`config.mk`:
```
export PLATFORM = sky130hd
export DESIGN_NAME = sd_bin_adder
export DESIGN_NICKNAME = d
export VERILOG_FILES = /design/src/rtl/sdb_pkg.sv /design/src/rtl/sdb_front.sv /design/src/rtl/sdb_cell.sv /design/src/rtl/sdb_recombine.sv /design/src/rtl/sdb_out_stage.sv /design/src/rtl/sd_bin_adder.sv
export SDC_FILE = /design/constraint.sdc
export NUM_CORES = 1
export LEC_CHECK = 0
export BUFFER_PORTS_ARGS = -buffer_cell sky130_fd_sc_hd__buf_2
export CAP_MARGIN = 10
export CORE_UTILIZATION = 44
export DETAILED_ROUTE_END_ITERATION = 16
export HOLD_SLACK_MARGIN = 0.15
export PLACE_DENSITY = 0.75
export SYNTH_ARGS = -nofsm -noshare
export SYNTH_HDL_FRONTEND = slang
export SYNTH_HIERARCHICAL = 1
export SYNTH_SLANG_ARGS = --single-unit
```
`constraint.sdc`:
```
create_clock -name clk -period 0.8 [get_ports clk]
set_clock_uncertainty 0.05 [all_clocks]
set_input_delay 0.08 -clock clk [delete_from_list [all_inputs] [get_ports clk]]
set_output_delay 0.08 -clock clk [all_outputs]
set_load 0.03 [all_outputs]
```
`src/rtl/sdb_pkg.sv`:
```
package sdb_pkg;

    // Two-rail digit code: {plus, minus}
    typedef enum logic [1:0] {
        DIG_ZERO = 2'b00,
        DIG_NEG  = 2'b01,
        DIG_POS  = 2'b10,
        DIG_BAD  = 2'b11
    } sd_code_e;

    function automatic logic code_is_bad(input logic plus_b, input logic minus_b);
        sd_code_e code;
        code = sd_code_e'({plus_b, minus_b});
        return (code == DIG_BAD);
    endfunction

endpackage

```
`src/rtl/sdb_front.sv`:
```
module sdb_front #(
    parameter int N_DIGITS = 8
) (
    input  logic [N_DIGITS-1:0] sd_pos,
    input  logic [N_DIGITS-1:0] sd_neg,
    input  logic [N_DIGITS-1:0] bin_val,
    input  logic                sub_sel,
    input  logic                bin_en,
    output logic [N_DIGITS-1:0] op_pos,
    output logic [N_DIGITS-1:0] op_neg,
    output logic [N_DIGITS-1:0] op_bin,
    output logic                any_bad
);
    import sdb_pkg::*;

    logic [N_DIGITS-1:0] bad_vec;

    // Negation of the SD operand is an exchange of rails.
    always_comb begin
        if (sub_sel) begin
            op_pos = sd_neg;
            op_neg = sd_pos;
        end else begin
            op_pos = sd_pos;
            op_neg = sd_neg;
        end
    end

    // Gate for the binary word.
    always_comb begin
        op_bin = bin_en ? bin_val : '0;
    end

    for (genvar g = 0; g < N_DIGITS; g++) begin : g_chk
        always_comb begin
            bad_vec[g] = code_is_bad(sd_pos[g], sd_neg[g]);
        end
    end

    always_comb begin
        any_bad = |bad_vec;
    end

endmodule

```
`src/rtl/sdb_cell.sv`:
```
module sdb_cell (
    input  logic d_pos,
    input  logic d_neg,
    input  logic b_bit,
    output logic carry_up,
    output logic z_neg
);
    // digit + bit = 2*carry_up - z_neg, carry in {0,+1}, interim in {0,-1}
    always_comb begin
        carry_up = d_pos | (b_bit & ~d_neg);
        z_neg    = (d_pos | d_neg) ^ b_bit;
    end
endmodule

```
`src/rtl/sdb_recombine.sv`:
```
module sdb_recombine #(
    parameter int N_DIGITS = 8
) (
    input  logic [N_DIGITS-1:0] carry_vec,
    input  logic [N_DIGITS-1:0] zneg_vec,
    input  logic                sub_sel,
    output logic [N_DIGITS:0]   sum_pos,
    output logic [N_DIGITS:0]   sum_neg
);
    logic [N_DIGITS:0] raw_pos;
    logic [N_DIGITS:0] raw_neg;
    logic [N_DIGITS:0] cin_vec;

    always_comb begin
        cin_vec = {carry_vec, 1'b0};
    end

    for (genvar g = 0; g < N_DIGITS; g++) begin : g_pos
        always_comb begin
            raw_pos[g] = ~zneg_vec[g] & cin_vec[g];
            raw_neg[g] =  zneg_vec[g] & ~cin_vec[g];
        end
    end

    always_comb begin
        raw_pos[N_DIGITS] = cin_vec[N_DIGITS];
        raw_neg[N_DIGITS] = 1'b0;
    end

    // Undo the operand negation for subtraction.
    always_comb begin
        if (sub_sel) begin
            sum_pos = raw_neg;
            sum_neg = raw_pos;
        end else begin
            sum_pos = raw_pos;
            sum_neg = raw_neg;
        end
    end

endmodule

```
`src/rtl/sdb_out_stage.sv`:
```
module sdb_out_stage #(
    parameter int WIDTH   = 19,
    parameter bit OUT_REG = 1'b1
) (
    input  logic             clk,
    input  logic             rst_n,
    input  logic [WIDTH-1:0] d_in,
    output logic [WIDTH-1:0] d_out
);
    if (OUT_REG) begin : g_reg
        always_ff @(posedge clk or negedge rst_n) begin
            if (!rst_n) begin
                d_out <= '0;
            end else begin
                d_out <= d_in;
            end
        end
    end else begin : g_wire
        always_comb begin
            d_out = d_in;
        end
    end
endmodule

```
`src/rtl/sd_bin_adder.sv`:
```
module sd_bin_adder #(
    parameter int N_DIGITS = 8,
    parameter bit OUT_REG  = 1'b1
) (
    input  logic                clk,
    input  logic                rst_n,
    input  logic [N_DIGITS-1:0] sd_pos,
    input  logic [N_DIGITS-1:0] sd_neg,
    input  logic [N_DIGITS-1:0] bin_val,
    input  logic                sub_sel,
    input  logic                bin_en,
    output logic [N_DIGITS:0]   res_pos,
    output logic [N_DIGITS:0]   res_neg,
    output logic                bad_digit
);
    localparam int RES_W = N_DIGITS + 1;
    localparam int PACK_W = 2 * RES_W + 1;

    logic [N_DIGITS-1:0] op_pos;
    logic [N_DIGITS-1:0] op_neg;
    logic [N_DIGITS-1:0] op_bin;
    logic                any_bad;
    logic [N_DIGITS-1:0] carry_vec;
    logic [N_DIGITS-1:0] zneg_vec;
    logic [RES_W-1:0]    sum_pos;
    logic [RES_W-1:0]    sum_neg;
    logic [PACK_W-1:0]   pack_d;
    logic [PACK_W-1:0]   pack_q;

    sdb_front #(.N_DIGITS(N_DIGITS)) u_front (
        .sd_pos  (sd_pos),
        .sd_neg  (sd_neg),
        .bin_val (bin_val),
        .sub_sel (sub_sel),
        .bin_en  (bin_en),
        .op_pos  (op_pos),
        .op_neg  (op_neg),
        .op_bin  (op_bin),
        .any_bad (any_bad)
    );

    for (genvar g = 0; g < N_DIGITS; g++) begin : g_cell
        sdb_cell u_cell (
            .d_pos    (op_pos[g]),
            .d_neg    (op_neg[g]),
            .b_bit    (op_bin[g]),
            .carry_up (carry_vec[g]),
            .z_neg    (zneg_vec[g])
        );
    end

    sdb_recombine #(.N_DIGITS(N_DIGITS)) u_recomb (
        .carry_vec (carry_vec),
        .zneg_vec  (zneg_vec),
        .sub_sel   (sub_sel),
        .sum_pos   (sum_pos),
        .sum_neg   (sum_neg)
    );

    always_comb begin
        pack_d = {any_bad, sum_pos, sum_neg};
    end

    sdb_out_stage #(.WIDTH(PACK_W), .OUT_REG(OUT_REG)) u_out (
        .clk   (clk),
        .rst_n (rst_n),
        .d_in  (pack_d),
        .d_out (pack_q)
    );

    always_comb begin
        bad_digit = pack_q[PACK_W-1];
        res_pos   = pack_q[2*RES_W-1:RES_W];
        res_neg   = pack_q[RES_W-1:0];
    end

endmodule

```
==> out/metrics.sh <==
RUN_STATUS='finished with violations'
VIOLATED_CHECKS='setup timing'
PATH_CLK_SLEW_PS=100
YOSYS_REGISTER_BITS=19
YS_TOP_CELLS_BY_AREA='dfrtp_1 36%, mux2_4 11%, mux2i_1 11%, nand2b_1 6.7%, xnor2_1 5.3%'
MOST_FREQUENT_CELL_AFTER_SYNTHESIS='dfrtp_1'
WORST_SLEW_PIN_SLEW_PS=402
GRT-OVFL-TOTAL=0
POSTLAYOUTSETUPSLACKWORST_PS=-254
ROOT_BUFFER='clkbuf_4'
MAXIMUM_BUFFER_DEPTH_OF_THE_CLOCK_TREE=2
FINAL_DESIGN_AREA_NO_FILL_UM2=1990
HP-CLASS='in2reg'
TRITONCTS='done'
WHS_ENDPOINT='u_out/d_out[18]$_DFF_PN0_'
VIOLATION_COUNT_AFTER_THE_FIRST_DETAILED_ROUTING_ITERATION=17
FILLERS=180
DRIVE_ABOVE_1_SHARE_PCT=59.6
SUM_OF_INTERNAL_SWITCHING_AND_LEAKAGE_POWER_uW=2940
SYNTH-COMPOUND-AREA-SHARE_PCT=6.86
ASYNC_S_R_FF_SHARE_SYNTH_PCT=100
SYNTHESIS.INSTANCES=116
CLOCK-SINKS=19
CRIT_PATH_END_KIND='register'
FP.DIEW_UM=56.6
POST-ROUTE-DRC-COUNT=0
TIMING.FMAX_MHz=949
FINALSETUPVIOLCOUNT=37
SYNTH.TOP_CELLS.BY_COUNT='19 x dfrtp_1, 14 x mux2i_1, 14 x nand2b_1'
DETAILED_PLACE.AREA_UM2=1560
DIE_HEIGHT_UM=56.6
SYNTH_SIMPLE_GATE_AREA_SHARE_PCT=17.3
LEAKAGEPOWER_uW=0.00106
CP-START-KIND='primary input'
FINALCRITPERIODSHARE_PCT=132
VIAS=1039
ARRIVAL_PS=1210
NUM_ROWS=19
ANTENNA-DIODE-COUNT=0
H-TREE-DEPTH=1
RSZ0062_AT_GRT='yes'
SETUP.WORST_PATH.CLASS='in2reg'
TOTAL_CTS_BUFFERS=3
LARGEST-REGISTER='u_out/d_out'
FIN_SETUP_TNS_PS=-6160
SYNTH.LIB_CELLS_USED.DISTINCT=16
SYNTHADDERAREAFRAC_PCT=0
HOLDPATHSTAGES=3
GLOBAL_ROUTE_WIRE_LENGTH_BEFORE_REPAIR_MM=4.64
PLACE.DETAILED.INSTANCES=192
POST_LAYOUT_NONFILLER_INSTANCES=202
PORT_BUFFERS=46
IRDROPWORSTVDD_uV=1140
WORSTPATHMAXFANOUT=9
YOSYSSEQAREASHARE_PCT=36.2
DIE-AREA_UM2=3210
ANTENNA_FOUND_INITIAL=0
POST_DRT_WL_PER_CELL_UM=14.0
WIRELENGTH_MM=2.83
YOSYS.AREA.TOP_TYPE='dfrtp_1'
GRT_START_MAX_NET_PINS=20
TIMING.CRITICAL_PATH.REQUIRED_PS=950
VIA_PER_INST=5.14
POST_SYNTH_MUX_AREA_SHARE_PCT=27.3
EFFECTIVE_UTILIZATION_AT_FLOORPLAN_PCT=47.2
SYNTH.AVG_CELL_AREA_UM2=11.3
CAP_VIOL_MAX_COUNT=0
GP_CONGESTION=0.724
FINAL_HOLD_VIOL_COUNT=0
MAPPEDNETLISTAREA_UM2=1310
NUMBER_OF_FLIP_FLOPS_UNDER_THE_LARGEST_REGISTER_NAME=19
BOUNDARYPINS=47
SYNTH_TOP_FAMILY_BY_AREA='multiplexers'
FIN_CRIT_PS=1050
POWER_DENSITY_nW_PER_UM2=1480
SYN_TO_FINAL_GROWTH_PCT=51.3
YOSYS_WARNINGS=6
SYN-NUM-NETS=144
CORE_REGION_UM2=2780
YOSYSTOPAREACELLSHARE_PCT=36.2
DOMINANTREGCELLSYNTH='dfrtp_1'
WORST_HOLD_STARTPOINT='sd_pos[2]'
GR-USAGE-ALL-LAYERS_PCT=18.7
UTILIZATION_PCT=71.4
REPORT.FINAL.SLEW_VIOL_COUNT=0
HOLDBUFCOUNTCTS=1
LARGESTREGISTERS='u_out/d_out (19)'
FIRST_GLOBAL_VIAS=1034
SYNTH-XOR-AREA-SHARE_PCT=5.34
HPWL_MM=1.88
MAXSLEWHEADROOM_PCT=73.2
POSTROUTEANTENNANETS=0
SYNTH_ENABLE_FLOP_CELLS=0
DRT_PASS_1_ITERS=4
FINISH.NET_COUNT=200
[critical path: stages]
cell      delay (ps)
buf_12           120
buf_16           140
mux2_4           320
a21o_1           200
nand2b_1         170
mux2i_1          170
[layer usage]
metal	vias up	global-route usage (%)	part of all wire, %
met5	-	0	0
met4	0	6.97	1.0
met3	2	0.691	5.2
met2	39	35.3	55
met1	499	22.3	39
li1	499	-	-
[per-stage QoR]
stage / worst slack (ps) / hold slack [ps]
final: -254 / 66.6
after global routing: -279 / 61.2
after CTS: -224 / 51.1
after detailed placement: -616 / -14.3
after global placement: -550 / -34.4
after floorplan: -433 / -266
[where the power goes]
| part | internal (uW) | switching (uW) |
|---|---|---|
| logic | 699 | 663 |
| registers | 1070 | 49.1 |
| clock network | 193 | 269 |
[cell families (layout without fill, tap and decap cells)]
group                  count (synthesis)  after routing
AND/OR/NAND/NOR                       35             35
AO/OA/AOI/OAI                         12             12
buffers and inverters                 12             67
XOR/XNOR                               8              8
flip-flops                            19             19
multiplexers                          30             30
[cell usage in the layout, fill, tap and decap left out]
cell,instances
and2_1,8
xnor2_2,8
a21o_1,8
nor2_2,1
and2_4,2
clkbuf_4,3
mux2_4,13
clkbuf_1,1
mux2_2,3
nand4_1,1
dlygate4sd3_1,1
inv_1,8
a22oi_1,4
mux2i_1,14
and2b_2,2
buf_4,3
nand2b_1,5
dfrtp_1,19
buf_6,21
buf_12,2
nor2_4,7
buf_16,2
buf_2,26
nand2b_4,9
[how the worst max path moves through the flow]
stage            start                        end  slack (ps)
2_1_floorplan  sub_sel   u_out/d_out[3]$_DFF_PN0_        -430
3_3_place_gp   sub_sel   u_out/d_out[2]$_DFF_PN0_        -550
3_5_place_dp   sub_sel   u_out/d_out[2]$_DFF_PN0_        -620
4_1_cts        sub_sel  u_out/d_out[10]$_DFF_PN0_        -220
5_1_grt        sub_sel  u_out/d_out[10]$_DFF_PN0_        -280
6_report       sub_sel  u_out/d_out[13]$_DFF_PN0_        -250
[repair_timing]
item / in CTS / in global routing
endpoints found under the setup margin: 37 / 37
gates resized for setup: 67 / 5
setup buffers: 3 / 0
endpoints found under the hold margin: 20 / 1
pin swaps: 10 / 2
cloned: 2 / 0
[final cells by class]
cell class / instances / area (um2) / share of cell area, %
multi-input cells: 85 / 921 / 46.4
repair buffers: 55 / 494 / 24.9
flip-flops and latches: 19 / 475 / 23.9
well taps: 31 / 38.8 / 1.95
inverters: 8 / 30.0 / 1.51
clock buffers: 4 / 26.3 / 1.32
Power figures use the tool's default switching activity.
